===== src/rtl/rbs_pkg.sv =====
// Shared constants and helpers for the read burst splitter.
package rbs_pkg;
    // Hard upper bound on in-flight requests, whatever the configuration says
    localparam int PEND_CAP = 12;
    // Width of a burst length; holds 1..256
    localparam int BLEN_W = 9;

    // Burst size in bytes for a burst size select code
    function automatic logic [BLEN_W-1:0] bsz_bytes(input logic [1:0] sel);
        case (sel)
            2'd0:    return BLEN_W'(64);
            2'd1:    return BLEN_W'(128);
            default: return BLEN_W'(256);
        endcase
    endfunction
endpackage


===== src/rtl/rbs_len_calc.sv =====
// Combinational burst length for the current address and remaining bytes.
// Assumes LEN_W >= BLEN_W. Split rule applies only to the 128-byte select.
module rbs_len_calc
    import rbs_pkg::*;
#(
    parameter int LEN_W = 16
) (
    input  logic [6:0]        addr_lo,
    input  logic [LEN_W-1:0]  remain,
    input  logic [1:0]        sel,
    input  logic              split_en,
    output logic [BLEN_W-1:0] burst_len
);
    logic [BLEN_W-1:0] limit;
    logic [6:0]        to_line;

    // Bytes left before the next 64-byte line
    assign to_line = 7'd64 - {1'b0, addr_lo[5:0]};

    // Pick the per-burst limit, shortened for unaligned starts in split mode
    always_comb begin
        limit = bsz_bytes(sel);
        if (split_en && sel == 2'd1 && addr_lo != 7'd0)
            limit = BLEN_W'(to_line);
    end

    // Clip the limit to what is left of the transfer
    always_comb begin
        if (remain < LEN_W'(limit))
            burst_len = remain[BLEN_W-1:0];
        else
            burst_len = limit;
    end
endmodule


===== src/rtl/rbs_pend_ctr.sv =====
// In-flight request counter with clamped ceiling.
// Assumes at most one issue and one retire per cycle. Retire at zero is dropped.
module rbs_pend_ctr
    import rbs_pkg::*;
#(
    parameter int PEND_W = 4
) (
    input  logic              clk,
    input  logic              rst_n,
    input  logic [PEND_W-1:0] cfg_max,
    input  logic              issue,
    input  logic              retire,
    output logic [PEND_W-1:0] cnt,
    output logic              has_room
);
    localparam logic [PEND_W-1:0] CAP = PEND_W'(PEND_CAP);

    logic [PEND_W-1:0] eff_max;
    logic              retire_ok;

    // Clamp the configured ceiling to the cap and to at least one
    always_comb begin
        if (cfg_max > CAP)            eff_max = CAP;
        else if (cfg_max == '0)       eff_max = PEND_W'(1);
        else                          eff_max = cfg_max;
    end

    assign retire_ok = retire && (cnt != '0);
    assign has_room  = cnt < eff_max;

    // Track requests issued but not yet completed
    always_ff @(posedge clk) begin
        if (!rst_n)
            cnt <= '0;
        else if (issue && !retire_ok)
            cnt <= cnt + PEND_W'(1);
        else if (!issue && retire_ok)
            cnt <= cnt - PEND_W'(1);
    end
endmodule


===== src/rtl/rbs_seq.sv =====
// Transfer sequencer: holds the running address and remaining bytes,
// accepts a start while idle, and signals completion.
// Assumes burst_len never exceeds remain.
module rbs_seq
    import rbs_pkg::*;
#(
    parameter int ADDR_W = 32,
    parameter int LEN_W  = 16
) (
    input  logic              clk,
    input  logic              rst_n,
    input  logic              cmd_start,
    input  logic [ADDR_W-1:0] cmd_addr,
    input  logic [LEN_W-1:0]  cmd_len,
    input  logic              issue,
    input  logic [BLEN_W-1:0] burst_len,
    input  logic              pend_zero,
    output logic [ADDR_W-1:0] cur_addr,
    output logic [LEN_W-1:0]  remain,
    output logic              busy,
    output logic              done
);
    // Advance the transfer and close it once everything has retired
    always_ff @(posedge clk) begin
        if (!rst_n) begin
            busy     <= 1'b0;
            done     <= 1'b0;
            cur_addr <= '0;
            remain   <= '0;
        end else begin
            done <= 1'b0;
            if (!busy) begin
                if (cmd_start && cmd_len != '0) begin
                    busy     <= 1'b1;
                    cur_addr <= cmd_addr;
                    remain   <= cmd_len;
                end
            end else if (issue) begin
                cur_addr <= cur_addr + ADDR_W'(burst_len);
                remain   <= remain - LEN_W'(burst_len);
            end else if (remain == '0 && pend_zero) begin
                busy <= 1'b0;
                done <= 1'b1;
            end
        end
    end
endmodule


===== src/rtl/rd_burst_splitter.sv =====
// Read burst splitter top: cuts one read into bursts under a size rule
// and an in-flight ceiling. Assumes configuration is steady during a transfer.
module rd_burst_splitter
    import rbs_pkg::*;
#(
    parameter int ADDR_W = 32,
    parameter int LEN_W  = 16,
    parameter int PEND_W = 4
) (
    input  logic              clk,
    input  logic              rst_n,
    input  logic [PEND_W-1:0] cfg_max_pend,
    input  logic [1:0]        cfg_burst_sel,
    input  logic              cfg_split_en,
    input  logic [ADDR_W-1:0] cmd_addr,
    input  logic [LEN_W-1:0]  cmd_len,
    input  logic              cmd_start,
    output logic              req_valid,
    input  logic              req_ready,
    output logic [ADDR_W-1:0] req_addr,
    output logic [BLEN_W-1:0] req_len,
    input  logic              cpl_pulse,
    output logic              idle,
    output logic              done
);
    logic [ADDR_W-1:0] cur_addr;
    logic [LEN_W-1:0]  remain;
    logic [BLEN_W-1:0] burst_len;
    logic [PEND_W-1:0] pend_cnt;
    logic              has_room;
    logic              busy;
    logic              issue;

    // Offer a burst whenever bytes remain and the ceiling allows
    assign req_valid = busy && (remain != '0) && has_room;
    assign issue     = req_valid && req_ready;
    assign req_addr  = cur_addr;
    assign req_len   = burst_len;
    assign idle      = !busy;

    rbs_len_calc #(.LEN_W(LEN_W)) len_i (
        .addr_lo  (cur_addr[6:0]),
        .remain   (remain),
        .sel      (cfg_burst_sel),
        .split_en (cfg_split_en),
        .burst_len(burst_len)
    );

    rbs_pend_ctr #(.PEND_W(PEND_W)) pend_i (
        .clk     (clk),
        .rst_n   (rst_n),
        .cfg_max (cfg_max_pend),
        .issue   (issue),
        .retire  (cpl_pulse),
        .cnt     (pend_cnt),
        .has_room(has_room)
    );

    rbs_seq #(.ADDR_W(ADDR_W), .LEN_W(LEN_W)) seq_i (
        .clk      (clk),
        .rst_n    (rst_n),
        .cmd_start(cmd_start),
        .cmd_addr (cmd_addr),
        .cmd_len  (cmd_len),
        .issue    (issue),
        .burst_len(burst_len),
        .pend_zero(pend_cnt == '0),
        .cur_addr (cur_addr),
        .remain   (remain),
        .busy     (busy),
        .done     (done)
    );
endmodule


===== config.mk =====
export PLATFORM = sky130hd
export DESIGN_NAME = rd_burst_splitter
export DESIGN_NICKNAME = d
export VERILOG_FILES = /design/src/rtl/rbs_pkg.sv /design/src/rtl/rbs_len_calc.sv /design/src/rtl/rbs_pend_ctr.sv /design/src/rtl/rbs_seq.sv /design/src/rtl/rd_burst_splitter.sv
export SDC_FILE = /design/constraint.sdc
export NUM_CORES = 1
export LEC_CHECK = 0
export BUFFER_PORTS_ARGS = -buffer_cell sky130_fd_sc_hd__buf_2
export CAP_MARGIN = 5
export CORE_UTILIZATION = 55
export CTS_BUF_LIST = sky130_fd_sc_hd__clkbuf_4
export DETAILED_ROUTE_END_ITERATION = 6
export GPL_TIMING_DRIVEN = 0
export HOLD_SLACK_MARGIN = 0.12
export PLACE_DENSITY = 0.81
export SETUP_SLACK_MARGIN = 0.15
export SLEW_MARGIN = 20
export SYNTH_ARGS = -nofsm -noshare
export SYNTH_HDL_FRONTEND = slang
export SYNTH_SLANG_ARGS = --single-unit

===== constraint.sdc =====
create_clock -name clk -period 9 [get_ports clk]
set_clock_uncertainty 0.15 [all_clocks]
set_input_delay 0.45 -clock clk [delete_from_list [all_inputs] [get_ports clk]]
set_output_delay 0.45 -clock clk [all_outputs]
set_load 0.03 [all_outputs]

==> results of run 1 <==
## registers in the layout, summed over array words and instances, names as in the netlist
name            count
seq_i.cur_addr     32
seq_i.remain       16
pend_i.cnt          4
seq_i.busy          1
seq_i.done          1
## cells by family (layout without fill, tap and decap cells)
kind of cell | count (synthesis) | count (layout) | share of synthesized area, %
DFF | 54 | 54 | 23.80
AOI/OAI and AO/OA | 199 | 199 | 31.78
adders and majority gates | 32 | 32 | 9.309
muxes | 9 | 9 | 2.011
xor gates and xnor gates | 11 | 11 | 2.121
buffers and inverters | 64 | 175 | 5.590
and+or+nand+nor | 221 | 221 | 25.39
## worst max path at each step
stage / startpoint / endpoint / slack (ns) / depth (start not counted)
after detailed placement: seq_i.cur_addr[1] / seq_i.cur_addr[12] / 1.72 / 27
final: seq_i.cur_addr[1] / seq_i.cur_addr[12] / 1.50 / 28
after global placement: seq_i.cur_addr[0] / seq_i.remain[14] / 1.99 / 26
after floorplan: seq_i.cur_addr[1] / seq_i.cur_addr[27] / 2.42 / 24
after global routing: seq_i.cur_addr[1] / seq_i.cur_addr[10] / 0.81 / 28
after CTS: seq_i.cur_addr[1] / seq_i.cur_addr[12] / 1.65 / 27
## worst register-to-register path: cells and delay by family, from the launching register on
| kind | cells | cell delay (ns) |
|---|---|---|
| flip-flops | 1 | 0.37 |
| buffers and inverters | 6 | 1.25 |
| AO/OA/AOI/OAI | 11 | 2.71 |
| AND/OR/NAND/NOR | 7 | 1.72 |
| adder cells (fa/ha/maj) | 4 | 1.22 |
## power groups by stage
stage	Clock, mW	Sequential, mW	Combinational, mW
2_1_floorplan	0	0.344	0.440
3_3_place_gp	0	0.321	0.612
3_5_place_dp	0	0.323	0.630
4_1_cts	0.150	0.318	0.633
5_1_grt	0.161	0.325	0.703
6_report	0.153	0.320	0.648
## layout by cell type, fill, tap and decap left out, types with 4 or more instances in the layout
| cell | netlist | layout |
|---|---|---|
| clkbuf_4 | 0 | 6 |
| a211o_1 | 4 | 4 |
| a31oi_1 | 10 | 10 |
| dfxtp_1 | 54 | 54 |
| or2_2 | 4 | 4 |
| nand2_1 | 50 | 50 |
| buf_2 | 5 | 108 |
| nand3_1 | 14 | 14 |
| xnor2_1 | 10 | 10 |
| and4_1 | 6 | 6 |
| and3_1 | 17 | 17 |
| nor4_1 | 9 | 9 |
| o21ai_0 | 38 | 38 |
| or3_1 | 6 | 6 |
| clkbuf_1 | 28 | 28 |
| inv_1 | 29 | 29 |
| o2111ai_1 | 4 | 4 |
| nor2b_1 | 8 | 8 |
| o211ai_1 | 12 | 12 |
| o31ai_1 | 5 | 5 |
| nor2_1 | 48 | 48 |
| a21o_1 | 5 | 5 |
| a311oi_1 | 19 | 19 |
| nor3_1 | 21 | 21 |
| and2_1 | 8 | 8 |
| ha_1 | 29 | 29 |
| nand4_1 | 7 | 7 |
| a21oi_1 | 33 | 33 |
| nand2b_1 | 4 | 4 |
| a211oi_1 | 19 | 19 |
| mux2i_1 | 8 | 8 |
| o21a_1 | 8 | 8 |
## area by class of cell
cell class / instances / share of cell area (%)
Inverter: 29 / 2.066
Sequential cell: 54 / 20.52
Multi-Input combinational cell: 472 / 60.89
Buffer: 35 / 2.755
Clock inverter: 2 / 0.7124
Clock buffer: 6 / 0.8549
Timing Repair Buffer: 103 / 9.784
Tap cell: 102 / 2.422
## per-layer routing
layer  share of wire, %  GRT usage (%)  vias to the layer above
met2                 44          57.23                      402
met1                 41          48.06                     2518
li1                   -              -                     2479
met5                  0              0                        -
met3                 12          7.225                       57
met4                3.3          13.72                        0
## metrics by stage
step	total power, mW	utilization, %	setup slack (ns)	hold slack (ns)
after CTS	1.101	67.14	1.654	0.1622
after detailed placement	0.9529	66.09	1.724	0.3225
after floorplan	0.7843	-	2.420	0.3211
final	1.121	67.14	1.502	0.1612
after global placement	0.9325	66.09	1.994	0.3149
after global routing	1.190	67.14	0.8077	0.1706
==> summary.txt, run 1 <==
Clocking
  – Cts hold-fix bufs: 0
  – CTS H-Tree Depth: 2
  – CTS clk-pin slew, worst paths: 0.18 ns
  – CTS tree: done
  – Maximum clock path buffer count: 2
  – Post_cts resized: 0
  – Root Driver: clkbuf_4
  – Post-CTS setup buffers: 0
  – Num CTS Buffers: 5
  – Worst skew pair latency: 0.41 ns
  – Clock Sinks: 54

Placed design
  – DP Wirelength: 11640 um
  – Placed Area: 5186 um^2
  – DP Cell Count: 795
  – IO buf count: 103
  – Gpl congestion: 0.9890

Power
  – Clk pwr share: 13.6%
  – Seq pwr share: 28.5%
  – Switch Pwr: 0.5471 mW
  – Power Dens Cells: 212.8 nW/um^2
  – Leakage: 2.184 nW
  – Sw frac: 48.81%
  – Internal power: 0.5739 mW
  – Combinational power share: 57.8%
  – VDD IR max: 0.1260 mV

Critical path
  – CP max-delay cell: or4b_1
  – Max Fanout on Critical Path: 10
  – Reg2reg end: seq_i.cur_addr[12]
  – Reg-to-Reg Start: seq_i.cur_addr[1]
  – Setup Crit Path Kind: reg2reg
  – FF-to-FF path depth: 28
  – Bufs and invs on worst path: 6
  – Flop-to-flop setup slack: 1.50 ns
  – Endpoint class of the critical path: flop
  – Most frequent cell on the critical path: o21ai_0
  – Worst Path Arrival: 7.66 ns
  – Top delay family on crit path: compound AO/OA/AOI/OAI gates
  – CP peak stage delay: 0.57 ns
  – Worst setup SP type: flop
  – Worst Path Required: 9.17 ns

Detailed routing
  – Post-Route WL: 15710 um
  – ANT nets after route: 0
  – Drt first-iter violations: 495
  – DRT Pass-1 Iters: 6
  – DR WL/cell: 19.56 um
  – Total number of vias: 5456
  – DRC: 0
  – Vias per cell: 6.795

Yosys
  – Yosys warns: 0
  – Post-synth top area cell: dfxtp_1
  – Yosys top cell area share: 23.80%
  – Async set or reset register ratio after synthesis: 0%
  – Yosys cell types: 75
  – Synth Cell Area: 4543 um^2
  – #FFs+latches synth: 54
  – Most frequent cell after synthesis: dfxtp_1
  – Syn avg cell area: 7.700 um^2
  – Syn_nets: 682
  – Post-synth EDFFs: 0
  – Sequential element share of the synthesized area: 23.80%
  – Top post-synthesis cells by area: dfxtp_1, ha_1, o21ai_0, nand2_1, nor2_1
  – Cells after Synth: 590
  – Most common flop cell mapped by yosys: dfxtp_1
  – Top post-synthesis cells by count: dfxtp_1, nand2_1, nor2_1

Final layout
  – ANT cells: 0
  – Area of the multi-input gates: 3208 um^2
  – P&R area growth vs syn: 15.97%
  – Layout cells sized above 1: 19.40%
  – Post-Layout Cell Count: 803
  – Nets@finish: 792
  – Sequential Area: 1081 um^2
  – Fillers: 727
  – Cell area after layout: 5269 um^2

Timing
  – Final Hold Viols: 0
  – Period Utilization, post-route: 83.31%
  – TNS Setup: 0 ns
  – Final setup violation count: 0
  – Relative slew margins: 45.52%
  – Slew Viols, Final: 0
  – Unrepaired setup endpoints after global routing: no
  – Achievable Freq: 133.4 MHz
  – Worst slew pin tran: 0.8172 ns
  – Post-layout min period: 7.498 ns

GRT
  – Largest net degree at the start of global routing: 17
  – Vias in the first global route: 4757
  – Tot GR Track Use: 36.09%
  – First-pass GRT wire length: 24390 um
  – Grt total ovfl: 0
  – Initial antenna violation count: 0

Floorplanning
  – Die Ht: 92.89 um
  – Core area: 7848 um^2
  – Die area: 8628 um^2
  – Num ports: 104
  – Starting Density: 57.89%
  – Die width: 92.89 um
  – Rows: 32

Hold path
  – Hold Crit Start: cmd_addr[24]
  – Worst Hold Class: in2reg
  – Hold Path End: seq_i.cur_addr[24]
  – Hold-critical path depth: 3

Outcome
  – Outcome: complete, no violations

Flow run
  – Max-cap viol count: 0
Note: power is estimated with default switching activity, not from simulation.
==> inputs of run 2 (changes only) <==
clock period = 7.5 ns   (was 9 ns; I/O delays follow)
==> run 2 against run 1 <==
  * Maximum frequency grew 7.6%
  * Cell area grew 1.6%
  * Utilization grew 1.1 points
  * Critical endpoint is now seq_i.remain[14]
==> summary.txt, run 2 (synthesis gave the netlist of run 1 again) <==
Power
  – Internal power: 0.6990 mW (+22%)
  – Power Dens Cells: 254.4 nW/um^2 (+20%)
  – Switch Pwr: 0.6630 mW (+21%)
  – Combinational power share: 58.4% (+0.6 points)
  – Power, Total: 1.362 mW (+22%)
  – VDD IR max: 0.1518 mV (+20%)
  – Sw frac: 48.68% (-0.13 points)
  – Clk pwr share: 13.4% (-0.2 points)
  – Seq pwr share: 28.2% (-0.3 points)
  – Leakage: 2.212 nW (+1.3%)

Final layout
  – Layout cells sized above 1: 20.25% (+0.85 points)
  – Area of the multi-input gates: 3241 um^2 (+1.0%)
  – Commonest non-fill, non-tap cell in the layout: buf_2
  – ANT cells: 0 (unchanged)
  – P&R area growth vs syn: 17.87%
  – Sequential Area: 1081 um^2 (unchanged)
  – Most frequent cells in the layout: buf_2, dfxtp_1, nand2_1
  – Nets@finish: 797 (+0.63%)
  – Largest register FFs: 32 (unchanged)
  – Top reg by flops: seq_i.cur_addr
  – Fillers: 710 (-2.3%)
  – Biggest regs: seq_i.cur_addr x32, seq_i.remain x16, pend_i.cnt x4

Clocking
  – CTS clk-pin slew, worst paths: 0.18 ns (about the same)
  – Worst skew pair latency: 0.40 ns (about the same)
  – CTS H-Tree Depth: 2 (unchanged)
  – Root Driver: clkbuf_4
  – Num CTS Buffers: 5 (unchanged)
  – Clock Sinks: 54 (unchanged)
  – Maximum clock path buffer count: 2 (unchanged)
  – CTS tree: done

Detailed routing
  – Post-Route WL: 15790 um (+0.53%)
  – Drt first-iter violations: 550 (+11%)
  – DR WL/cell: 19.55 um (about the same)
  – Vias per cell: 6.738 (-0.84%)
  – DRT Pass-1 Iters: 5 (-1)
  – DRC: 0 (unchanged)
  – ANT nets after route: 0 (unchanged)
  – Total number of vias: 5444 (-0.22%)

Floorplanning
  – Starting Density: 57.89% (unchanged)
  – Rows: 32 (unchanged)
  – Die Ht: 92.89 um (unchanged)
  – Die area: 8628 um^2 (unchanged)
  – Die width: 92.89 um (unchanged)
  – Num ports: 104 (unchanged)
  – Core area: 7848 um^2 (unchanged)

Placed design
  – Dpl ws: 0.2243 ns (-1.500 ns)
  – Gpl congestion: 0.9890 (unchanged)
  – IO buf count: 103 (unchanged)
  – DP Wirelength: 11640 um (unchanged)

Timing
  – Slew Viols, Final: 0 (unchanged)
  – Worst slew pin tran: 0.8187 ns (+0.001518 ns)
  – Period Utilization, post-route: 92.94% (+9.6 points)
  – Post-layout min period: 6.970 ns (-0.5271 ns)
  – Achievable Freq: 143.5 MHz (+7.6%)
  – Final setup violation count: 0 (unchanged)
  – Relative slew margins: 45.42% (-0.10 points)
  – TNS Setup: 0 ns (unchanged)
  – Unrepaired setup endpoints after global routing: no
  – Final Hold Viols: 0 (unchanged)
  – Final setup margin: 0.5295 ns (-0.9729 ns)

Critical path
  – Max Fanout on Critical Path: 10 (unchanged)
  – Worst setup SP type: flop
  – Reg-to-Reg Start: seq_i.cur_addr[1]
  – CP max-delay cell: o21ai_0
  – Top delay family on crit path: compound AO/OA/AOI/OAI gates
  – Bufs and invs on worst path: 6 (unchanged)
  – Setup Crit Path Kind: reg2reg
  – CP Launch Point: seq_i.cur_addr[1]
  – Worst Path Required: 7.62 ns (-1.55 ns)
  – CP peak stage delay: 0.64 ns (+0.07 ns)
  – Worst Path Arrival: 7.09 ns (-0.57 ns)
  – Endpoint class of the critical path: flop

GRT
  – Largest net degree at the start of global routing: 17 (unchanged)
  – Vias in the first global route: 4787 (+0.63%)
  – Tot GR Track Use: 36.16% (+0.069 points)
  – Initial antenna violation count: 0 (unchanged)
  – First-pass GRT wire length: 24450 um (+0.25%)
  – Grt total ovfl: 0 (unchanged)

Hold path
  – Worst Hold Class: in2reg
  – Hold Crit Start: cmd_addr[4]

Outcome
  – Outcome: complete, no violations

Flow run
  – Max-cap viol count: 0 (unchanged)
[run 2: worst min-delay path, delay by kind of cell]
family,cells,cell delay (ns)
muxes,1,0.11
buffers and inverters,1,0.10
AOI/OAI and AO/OA,1,0.08
[run 2: final cells by class]
cell class,count,area share [%]
plain buffers,35,2.827
clock buffers,6,0.8411
clock inverters,2,0.7009
inverters,29,2.033
multi-input cells,472,60.51
flip-flops and latches,54,20.19
well taps,102,2.383
repair buffers,108,10.51
[run 2: stage by stage]
stage	std cells	area [um^2]	utilization (%)	hold slack (ns)
2_1_floorplan	590	4543	-	0.3211
3_3_place_gp	795	5186	66.09	0.3149
3_5_place_dp	795	5186	66.09	0.3225
4_1_cts	807	5309	67.65	0.1256
5_1_grt	808	5355	68.24	0.1208
6_report	808	5355	68.24	0.1350
[run 2: path summary, 6_finish.rpt]
kind | to | slack, ns | cells past startpoint
max reg2reg | seq_i.remain[14] | 0.53 | 27
min reg2reg | seq_i.cur_addr[31] | 0.34 | 1
min | seq_i.cur_addr[4] | 0.13 | 3
max | seq_i.remain[14] | 0.53 | 27
[run 2: power groups by stage]
stage	clock network, mW	registers [mW]	logic (mW)
2_1_floorplan	0	0.413	0.528
3_3_place_gp	0	0.385	0.734
3_5_place_dp	0	0.388	0.756
4_1_cts	0.180	0.381	0.762
5_1_grt	0.194	0.391	0.862
6_report	0.183	0.384	0.796
[run 2: timing repair]
action,4_1_cts,5_1_grt
hold buffers,4,0
endpoints found under the setup margin,0,32
buffers inserted,0,1
resized for setup,0,14
hold endpoints to repair,4,0
[run 2: metal layers]
metal,vias up,wire length (um),global-route usage (%)
met2,371,7159,57.60
met3,44,1865,7.225
li1,2487,-,-
met4,0,408,13.72
met1,2542,6361,47.96
met5,-,0,0
